[config.mk]
export PLATFORM = sky130hd
export DESIGN_NAME = bus_cmd_ctrl
export DESIGN_NICKNAME = d
export VERILOG_FILES = /design/src/rtl/bcc_pkg.sv /design/src/rtl/bcc_status_decode.sv /design/src/rtl/bcc_aen_timer.sv /design/src/rtl/bcc_cycle_fsm.sv /design/src/rtl/bus_cmd_ctrl.sv
export SDC_FILE = /design/constraint.sdc
export NUM_CORES = 1
export LEC_CHECK = 0
export ABC_AREA = 1
export BUFFER_PORTS_ARGS = -buffer_cell sky130_fd_sc_hd__buf_2
export CAP_MARGIN = 20
export CORE_AREA = 2 2 39 41
export DETAILED_ROUTE_END_ITERATION = 10
export DIE_AREA = 0 0 41 43
export REMOVE_ABC_BUFFERS = 1
export SLEW_MARGIN = 5
export SYNTH_ARGS = -nofsm -noshare
export SYNTH_HDL_FRONTEND = slang
export SYNTH_SLANG_ARGS = --single-unit
[constraint.sdc]
create_clock -name clk -period 1.53 [get_ports clk]
set_input_delay 0.3825 -clock clk [delete_from_list [all_inputs] [get_ports clk]]
set_output_delay 0.3825 -clock clk [all_outputs]
set_load 0.005 [all_outputs]
[src/rtl/bcc_pkg.sv]
package bcc_pkg;

    typedef enum logic [2:0] {
        ST_INTA    = 3'b000,
        ST_IORD    = 3'b001,
        ST_IOWR    = 3'b010,
        ST_HALT    = 3'b011,
        ST_FETCH   = 3'b100,
        ST_MRD     = 3'b101,
        ST_MWR     = 3'b110,
        ST_PASSIVE = 3'b111
    } bus_status_e;

    typedef enum logic [1:0] {
        PH_IDLE = 2'd0,
        PH_T1   = 2'd1,
        PH_T2   = 2'd2,
        PH_T3   = 2'd3
    } phase_e;

    localparam int NUM_CMDS = 7;
    localparam int CMD_MRD  = 0;
    localparam int CMD_MWR  = 1;
    localparam int CMD_AMW  = 2;
    localparam int CMD_IORD = 3;
    localparam int CMD_IOWR = 4;
    localparam int CMD_AIOW = 5;
    localparam int CMD_INTA = 6;

    // Commands that belong to the I/O group (exempt from address enable in I/O-bus mode)
    localparam logic [NUM_CMDS-1:0] IO_GROUP = 7'b111_1000;

    typedef struct packed {
        logic rd_mem;
        logic wr_mem;
        logic rd_io;
        logic wr_io;
        logic ack;
    } cyc_kind_t;

    typedef struct packed {
        phase_e     phase;
        logic [2:0] code;
    } fsm_state_t;

endpackage

[src/rtl/bcc_status_decode.sv]
module bcc_status_decode
    import bcc_pkg::*;
(
    input  logic [2:0] code_i,
    output cyc_kind_t  kind_o
);

    always_comb begin
        kind_o = '0;
        case (code_i)
            ST_INTA:  kind_o.ack    = 1'b1;
            ST_IORD:  kind_o.rd_io  = 1'b1;
            ST_IOWR:  kind_o.wr_io  = 1'b1;
            ST_FETCH: kind_o.rd_mem = 1'b1;
            ST_MRD:   kind_o.rd_mem = 1'b1;
            ST_MWR:   kind_o.wr_mem = 1'b1;
            default:  kind_o = '0;   // halt and passive carry no command
        endcase
    end

endmodule

[src/rtl/bcc_aen_timer.sv]
module bcc_aen_timer #(
    parameter int AEN_DELAY = 3
) (
    input  logic clk,
    input  logic rst_n,
    input  logic addr_en_n_i,
    output logic ready_o
);

    localparam int CW = $clog2(AEN_DELAY + 1);
    localparam logic [CW-1:0] LIMIT = CW'(AEN_DELAY);

    logic [CW-1:0] cnt_d, cnt_q;

    always_comb begin
        cnt_d = cnt_q;
        if (addr_en_n_i) begin
            cnt_d = '0;
        end else if (cnt_q != LIMIT) begin
            cnt_d = cnt_q + 1'b1;
        end
    end

    always_ff @(posedge clk or negedge rst_n) begin
        if (!rst_n) cnt_q <= '0;
        else        cnt_q <= cnt_d;
    end

    assign ready_o = (cnt_q == LIMIT);

    // a HIGH address enable restarts the window
    p_timer_clear_r9: assert property (@(posedge clk) disable iff (!rst_n)
        addr_en_n_i |=> !ready_o);

endmodule

[src/rtl/bcc_cycle_fsm.sv]
module bcc_cycle_fsm
    import bcc_pkg::*;
(
    input  logic                clk,
    input  logic                rst_n,
    input  logic [2:0]          status_i,
    output logic [NUM_CMDS-1:0] cmd_act_o,
    output logic                den_o,
    output logic                dir_tx_o,
    output logic                ale_o,
    output logic                io_cyc_o,
    output logic                ack_cyc_o
);

    fsm_state_t st_d, st_q;
    cyc_kind_t  kind;
    logic       passive;

    assign passive = (status_i == ST_PASSIVE);

    bcc_status_decode u_decode (
        .code_i (st_q.code),
        .kind_o (kind)
    );

    always_comb begin
        st_d = st_q;
        case (st_q.phase)
            PH_IDLE: begin
                if (!passive) begin
                    st_d.phase = PH_T1;
                    st_d.code  = status_i;
                end
            end
            PH_T1:   st_d.phase = passive ? PH_IDLE : PH_T2;
            PH_T2:   st_d.phase = passive ? PH_IDLE : PH_T3;
            default: st_d.phase = passive ? PH_IDLE : PH_T3;
        endcase
    end

    always_ff @(posedge clk or negedge rst_n) begin
        if (!rst_n) begin
            st_q.phase <= PH_IDLE;
            st_q.code  <= ST_PASSIVE;
        end else begin
            st_q <= st_d;
        end
    end

    logic in_cyc, late, hold, is_rd, is_wr;

    always_comb begin
        in_cyc = (st_q.phase != PH_IDLE);
        late   = (st_q.phase == PH_T2) || (st_q.phase == PH_T3);
        hold   = (st_q.phase == PH_T3);
        is_rd  = kind.rd_mem | kind.rd_io | kind.ack;
        is_wr  = kind.wr_mem | kind.wr_io;

        cmd_act_o           = '0;
        cmd_act_o[CMD_MRD]  = kind.rd_mem & late;
        cmd_act_o[CMD_AMW]  = kind.wr_mem & late;
        cmd_act_o[CMD_MWR]  = kind.wr_mem & hold;
        cmd_act_o[CMD_IORD] = kind.rd_io  & late;
        cmd_act_o[CMD_AIOW] = kind.wr_io  & late;
        cmd_act_o[CMD_IOWR] = kind.wr_io  & hold;
        cmd_act_o[CMD_INTA] = kind.ack    & late;

        den_o     = (is_rd & hold) | (is_wr & late);
        dir_tx_o  = is_wr & in_cyc;
        ale_o     = (st_q.phase == PH_T1);
        io_cyc_o  = (kind.rd_io | kind.wr_io | kind.ack) & in_cyc;
        ack_cyc_o = kind.ack & in_cyc;
    end

    // the latch strobe never lasts two clocks
    p_ale_single_r3: assert property (@(posedge clk) disable iff (!rst_n)
        ale_o |=> !ale_o);

    // passive status ends any active cycle
    p_release_r8: assert property (@(posedge clk) disable iff (!rst_n)
        (st_q.phase != PH_IDLE && passive) |=> (st_q.phase == PH_IDLE && cmd_act_o == '0 && !den_o));

    // the normal write is always preceded by the advanced write
    p_write_order_r5: assert property (@(posedge clk) disable iff (!rst_n)
        (cmd_act_o[CMD_MWR] || cmd_act_o[CMD_IOWR]) |->
            ($past(cmd_act_o[CMD_AMW]) || $past(cmd_act_o[CMD_AIOW])));

endmodule

[src/rtl/bus_cmd_ctrl.sv]
module bus_cmd_ctrl
    import bcc_pkg::*;
#(
    parameter int AEN_DELAY = 3
) (
    input  logic       clk,
    input  logic       rst_n,
    input  logic [2:0] status_i,
    input  logic       addr_en_n_i,
    input  logic       cmd_en_i,
    input  logic       io_bus_mode_i,
    output logic       mem_rd_n_o,
    output logic       mem_wr_n_o,
    output logic       mem_wr_adv_n_o,
    output logic       io_rd_n_o,
    output logic       io_wr_n_o,
    output logic       io_wr_adv_n_o,
    output logic       int_ack_n_o,
    output logic       ale_o,
    output logic       data_en_o,
    output logic       dir_tx_o,
    output logic       periph_en_o,
    output logic       mem_cmd_oe_o,
    output logic       io_cmd_oe_o
);

    logic [NUM_CMDS-1:0] cmd_act, cmd_n;
    logic den_act, dir_tx, ale, io_cyc, ack_cyc, aen_ready, mem_oe, io_oe;

    bcc_aen_timer #(.AEN_DELAY(AEN_DELAY)) u_timer (
        .clk         (clk),
        .rst_n       (rst_n),
        .addr_en_n_i (addr_en_n_i),
        .ready_o     (aen_ready)
    );

    bcc_cycle_fsm u_fsm (
        .clk       (clk),
        .rst_n     (rst_n),
        .status_i  (status_i),
        .cmd_act_o (cmd_act),
        .den_o     (den_act),
        .dir_tx_o  (dir_tx),
        .ale_o     (ale),
        .io_cyc_o  (io_cyc),
        .ack_cyc_o (ack_cyc)
    );

    always_comb begin
        mem_oe = aen_ready & ~addr_en_n_i;
        io_oe  = io_bus_mode_i | mem_oe;
    end

    for (genvar g = 0; g < NUM_CMDS; g++) begin : g_cmd
        if (IO_GROUP[g]) begin : g_io
            assign cmd_n[g] = ~(cmd_act[g] & cmd_en_i & io_oe);
        end else begin : g_mem
            assign cmd_n[g] = ~(cmd_act[g] & cmd_en_i & mem_oe);
        end
    end

    always_comb begin
        mem_rd_n_o     = cmd_n[CMD_MRD];
        mem_wr_n_o     = cmd_n[CMD_MWR];
        mem_wr_adv_n_o = cmd_n[CMD_AMW];
        io_rd_n_o      = cmd_n[CMD_IORD];
        io_wr_n_o      = cmd_n[CMD_IOWR];
        io_wr_adv_n_o  = cmd_n[CMD_AIOW];
        int_ack_n_o    = cmd_n[CMD_INTA];
        ale_o          = ale;
        dir_tx_o       = dir_tx;
        data_en_o      = den_act & cmd_en_i;
        periph_en_o    = cmd_en_i & (io_bus_mode_i ? (den_act & io_cyc) : (ack_cyc & ale));
        mem_cmd_oe_o   = mem_oe;
        io_cmd_oe_o    = io_oe;
    end

    // command enable LOW silences commands and both data enables
    p_cmd_en_r12: assert property (@(posedge clk) disable iff (!rst_n)
        !cmd_en_i |-> (&cmd_n && !data_en_o && !periph_en_o));

    // address enable HIGH in system-bus mode withdraws every command
    p_aen_drop_r10: assert property (@(posedge clk) disable iff (!rst_n)
        (addr_en_n_i && !io_bus_mode_i) |-> (!mem_cmd_oe_o && !io_cmd_oe_o && &cmd_n));

    // never more than an advanced/normal pair active
    p_cmd_count_r2: assert property (@(posedge clk) disable iff (!rst_n)
        $countones(~cmd_n) <= 2);

    // any write command implies transmit direction
    p_dir_write_r7: assert property (@(posedge clk) disable iff (!rst_n)
        (!mem_wr_adv_n_o || !io_wr_adv_n_o) |-> dir_tx_o);

endmodule

==> results.json <==
{
  "status": "finished with violations",
  "failed_checks": "setup timing",
  "post_synth_most_frequent_cells": "nand2_1, nor2_1, inv_1, nand3_1, a21oi_1",
  "fin_crit_sh_pct": 113,
  "yosysTopAreaCell": "dfrtp_1",
  "grt_use_total_pct": 15.0,
  "hold_start": "addr_en_n_i",
  "postSynth.topFlopCell": "dfrtp_1",
  "ir_worst_vdd_mv": 0.500,
  "antenna_left": 0,
  "synth.yosys.warnings": 0,
  "vias_per_cell": 4.55,
  "cts-htree-levels": 1,
  "power-per-cell-area_nw_per_um2": 1090,
  "cts_tree": "yes",
  "postSynthCellCount": 64,
  "wl_met2_um": 564,
  "area.growth.synth_to_final_pct": 48.7,
  "tritoncts.num_buffers": 3,
  "drt_drc_violations_left": 0,
  "netlist-cell-type-count": 15,
  "worstHoldPathType": "primary input to flop",
  "globalRouteOverflowTotal": 0,
  "num_vias": 501,
  "grt_first_pass_wirelength_um": 1790,
  "detail_route.first_pass.iterations": 2,
  "count_of_inserted_antenna_diode_cells": 0,
  "worst_skew_pair.late_latency_ps": 250,
  "core_region_area_um2": 1380,
  "hpwlAfterDp_um": 822,
  "static-leakage-power_nw": 0.335,
  "uppermost_layer_routed": "met3",
  "syn_avg_cell_area_um2": 7.02,
  "worstSetupStartpoint": "u_timer.cnt_q[0]",
  "post-route-min-period_ps": 1730,
  "final_net_count": 104,
  "tritoncts_num_sinks": 7,
  "floorplan.initialDensity_pct": 32.5,
  "yosys-top-cells-area": "dfrtp_1, dfstp_2, nand2_1",
  "cap_violations": 0,
  "fmaxAchievable_mhz": 577,
  "crit_path_max_fanout": 4,
  "design.die.area_um2": 1760,
  "worst_setup_hold_path_clk_slew_ps": 50,
  "placed_cells_incl_taps": 102,
  "slew_viol_final": 0,
  "antenna_found_initial": 0,
  "worst-slew-pin-transition_ps": 244,
  "slew_headroom_pct": 83.7,
  "placementRows": 14,
  "unrepaired_setup_endpoints_after_global_routing": "yes",
  "netlist.area_leader.share_pct": 22.3,
  "maximum_number_of_pins_on_one_net_before_global_route_repair": 8,
  "clockRootBuffer": "clkbuf_4",
  "clk_path_buf_depth": 2,
  "skew_ps": 4.05,
  "first_global_vias": 455,
  "r2r_start": "u_timer.cnt_q[0]",
  "finish.utilization_pct": 48.3,
  "met3WireLength_um": 35,
  "fp.dieH_um": 43,
  "replace_congestion": 0.668,
  "setup_viol_count_final": 10,
  "synth_sequential_area_ratio_pct": 39.8,
  "layout_cell_share_with_drive_strength_beyond_1_pct": 47.9,
  "routedLengthMet1_um": 484,
  "cp_data_arrival_time_ps": 1350,
  "final.setup.worst_slack_ps": -202,
  "report.final.hold_viol_count": 0,
  "timing.critical_path.from_type": "flop",
  "timing.critical_path.to_type": "output pin",
  "synth_enable_flop_cells": 0,
  "timing.setup.critical_path_class": "flop to output pin",
  "die_x_um": 41,
  "synth_register_bits": 7,
  "buffer_ports.inserted": 20,
  "drt_iter0_markers": 8,
  "design.portCount": 21,
  "routed_wire_length_per_instance_um": 9.85,
  "post-synth-top-count-cell": "nand2_1",
  "mappedNetlistArea_um2": 449,
  "required_time_reported_for_the_critical_path_endpoint_ps": 1150,
  "num-fill-cells": 142,
  "drt-total-wl_um": 1080,
  "synthArstFlopShare_pct": 100,
  "final-instance-count-excl-fill": 110
}
[where the power goes]
part,switching [mW],internal [mW]
combinational,0.142,0.121
sequential,0.0534,0.249
clock,0.0624,0.0991
[worst paths after layout]
check                              endpoint  slack, ps  depth (start not counted)
max                             int_ack_n_o       -200                          7
min                        u_timer.cnt_q[1]        360                          2
max reg2reg                u_timer.cnt_q[0]        370                          5
min reg2reg                   u_fsm.st_q[2]        510                          2
max in group asynchronous     u_fsm.st_q[1]        800                          2
min in group asynchronous     u_fsm.st_q[4]        500                          2
[flip-flops by register name, indices dropped and copies added (netlist names)]
name	count
u_fsm.st_q	5
u_timer.cnt_q	2
[final cells by class]
| class | instances | area (µm²) | area share (%) |
|---|---|---|---|
| Tap cell | 16 | 20.0 | 3.00 |
| Timing Repair Buffer | 26 | 148 | 22.1 |
| Clock buffer | 4 | 26.3 | 3.93 |
| Inverter | 10 | 37.5 | 5.62 |
| Multi-Input combinational cell | 47 | 255 | 38.2 |
| Sequential cell | 7 | 181 | 27.2 |
[kinds of logic (layout without fill, tap and decap cells)]
family / count (synthesis) / in the layout / synth area share, %
AO/OA/AOI/OAI: 7 / 7 / 8.36
XOR/XNOR: 1 / 1 / 1.95
adder cells (fa/ha/maj): 1 / 1 / 2.79
buffers and inverters: 10 / 40 / 8.36
flip-flops: 7 / 7 / 39.8
AND/OR/NAND/NOR: 38 / 38 / 38.7
[cells in the final DEF, fill, tap and decap left out, drive strengths merged]
| master | count |
|---|---|
| dlygate4sd3 | 1 |
| nand3 | 8 |
| buf | 25 |
| nor2 | 13 |
| nand2 | 16 |
| a21oi | 5 |
| o21ai | 1 |
| inv | 10 |
| a21boi | 1 |
| dfrtp | 4 |
| ha | 1 |
| dfstp | 3 |
| nor3 | 1 |
| xor2 | 1 |
| clkbuf | 4 |
[repair_timing]
item / in CTS / in global routing
endpoints found under the hold margin: 4 / 0
endpoints found under the setup margin: 11 / 11
pin swaps: 4 / 2
setup buffers: 1 / 2
hold buffers: 1 / 0
resized for setup: 5 / 6
[worst max-delay path, cell delays in order (launching register included)]
cell and delay [ps]:
dfrtp_1 360, ha_2 190, inv_2 50, nor2_4 110
nor2_2 60, nor2_4 130, nand3_1 80, buf_2 130
[per-layer routing]
metal | track usage, % | up-vias
met3 | 1.57 | 0
met1 | 19.9 | 229
li1 | - | 262
met5 | 0 | -
met2 | 21.9 | 10
met4 | 10.0 | 0
[metrics by stage]
stage	TNS, ps	hold slack, ps	area (µm²)	total power, mW	worst slack, ps
3_5_place_dp	0	221	584	0.533	47.6
4_1_cts	-1670	348	633	0.723	-226
5_1_grt	-2470	360	668	0.794	-305
2_1_floorplan	0	86.9	449	0.434	155
6_report	-1470	357	668	0.728	-202
3_3_place_gp	0	219	584	0.528	62.0
Power figures use the tool's default switching activity.
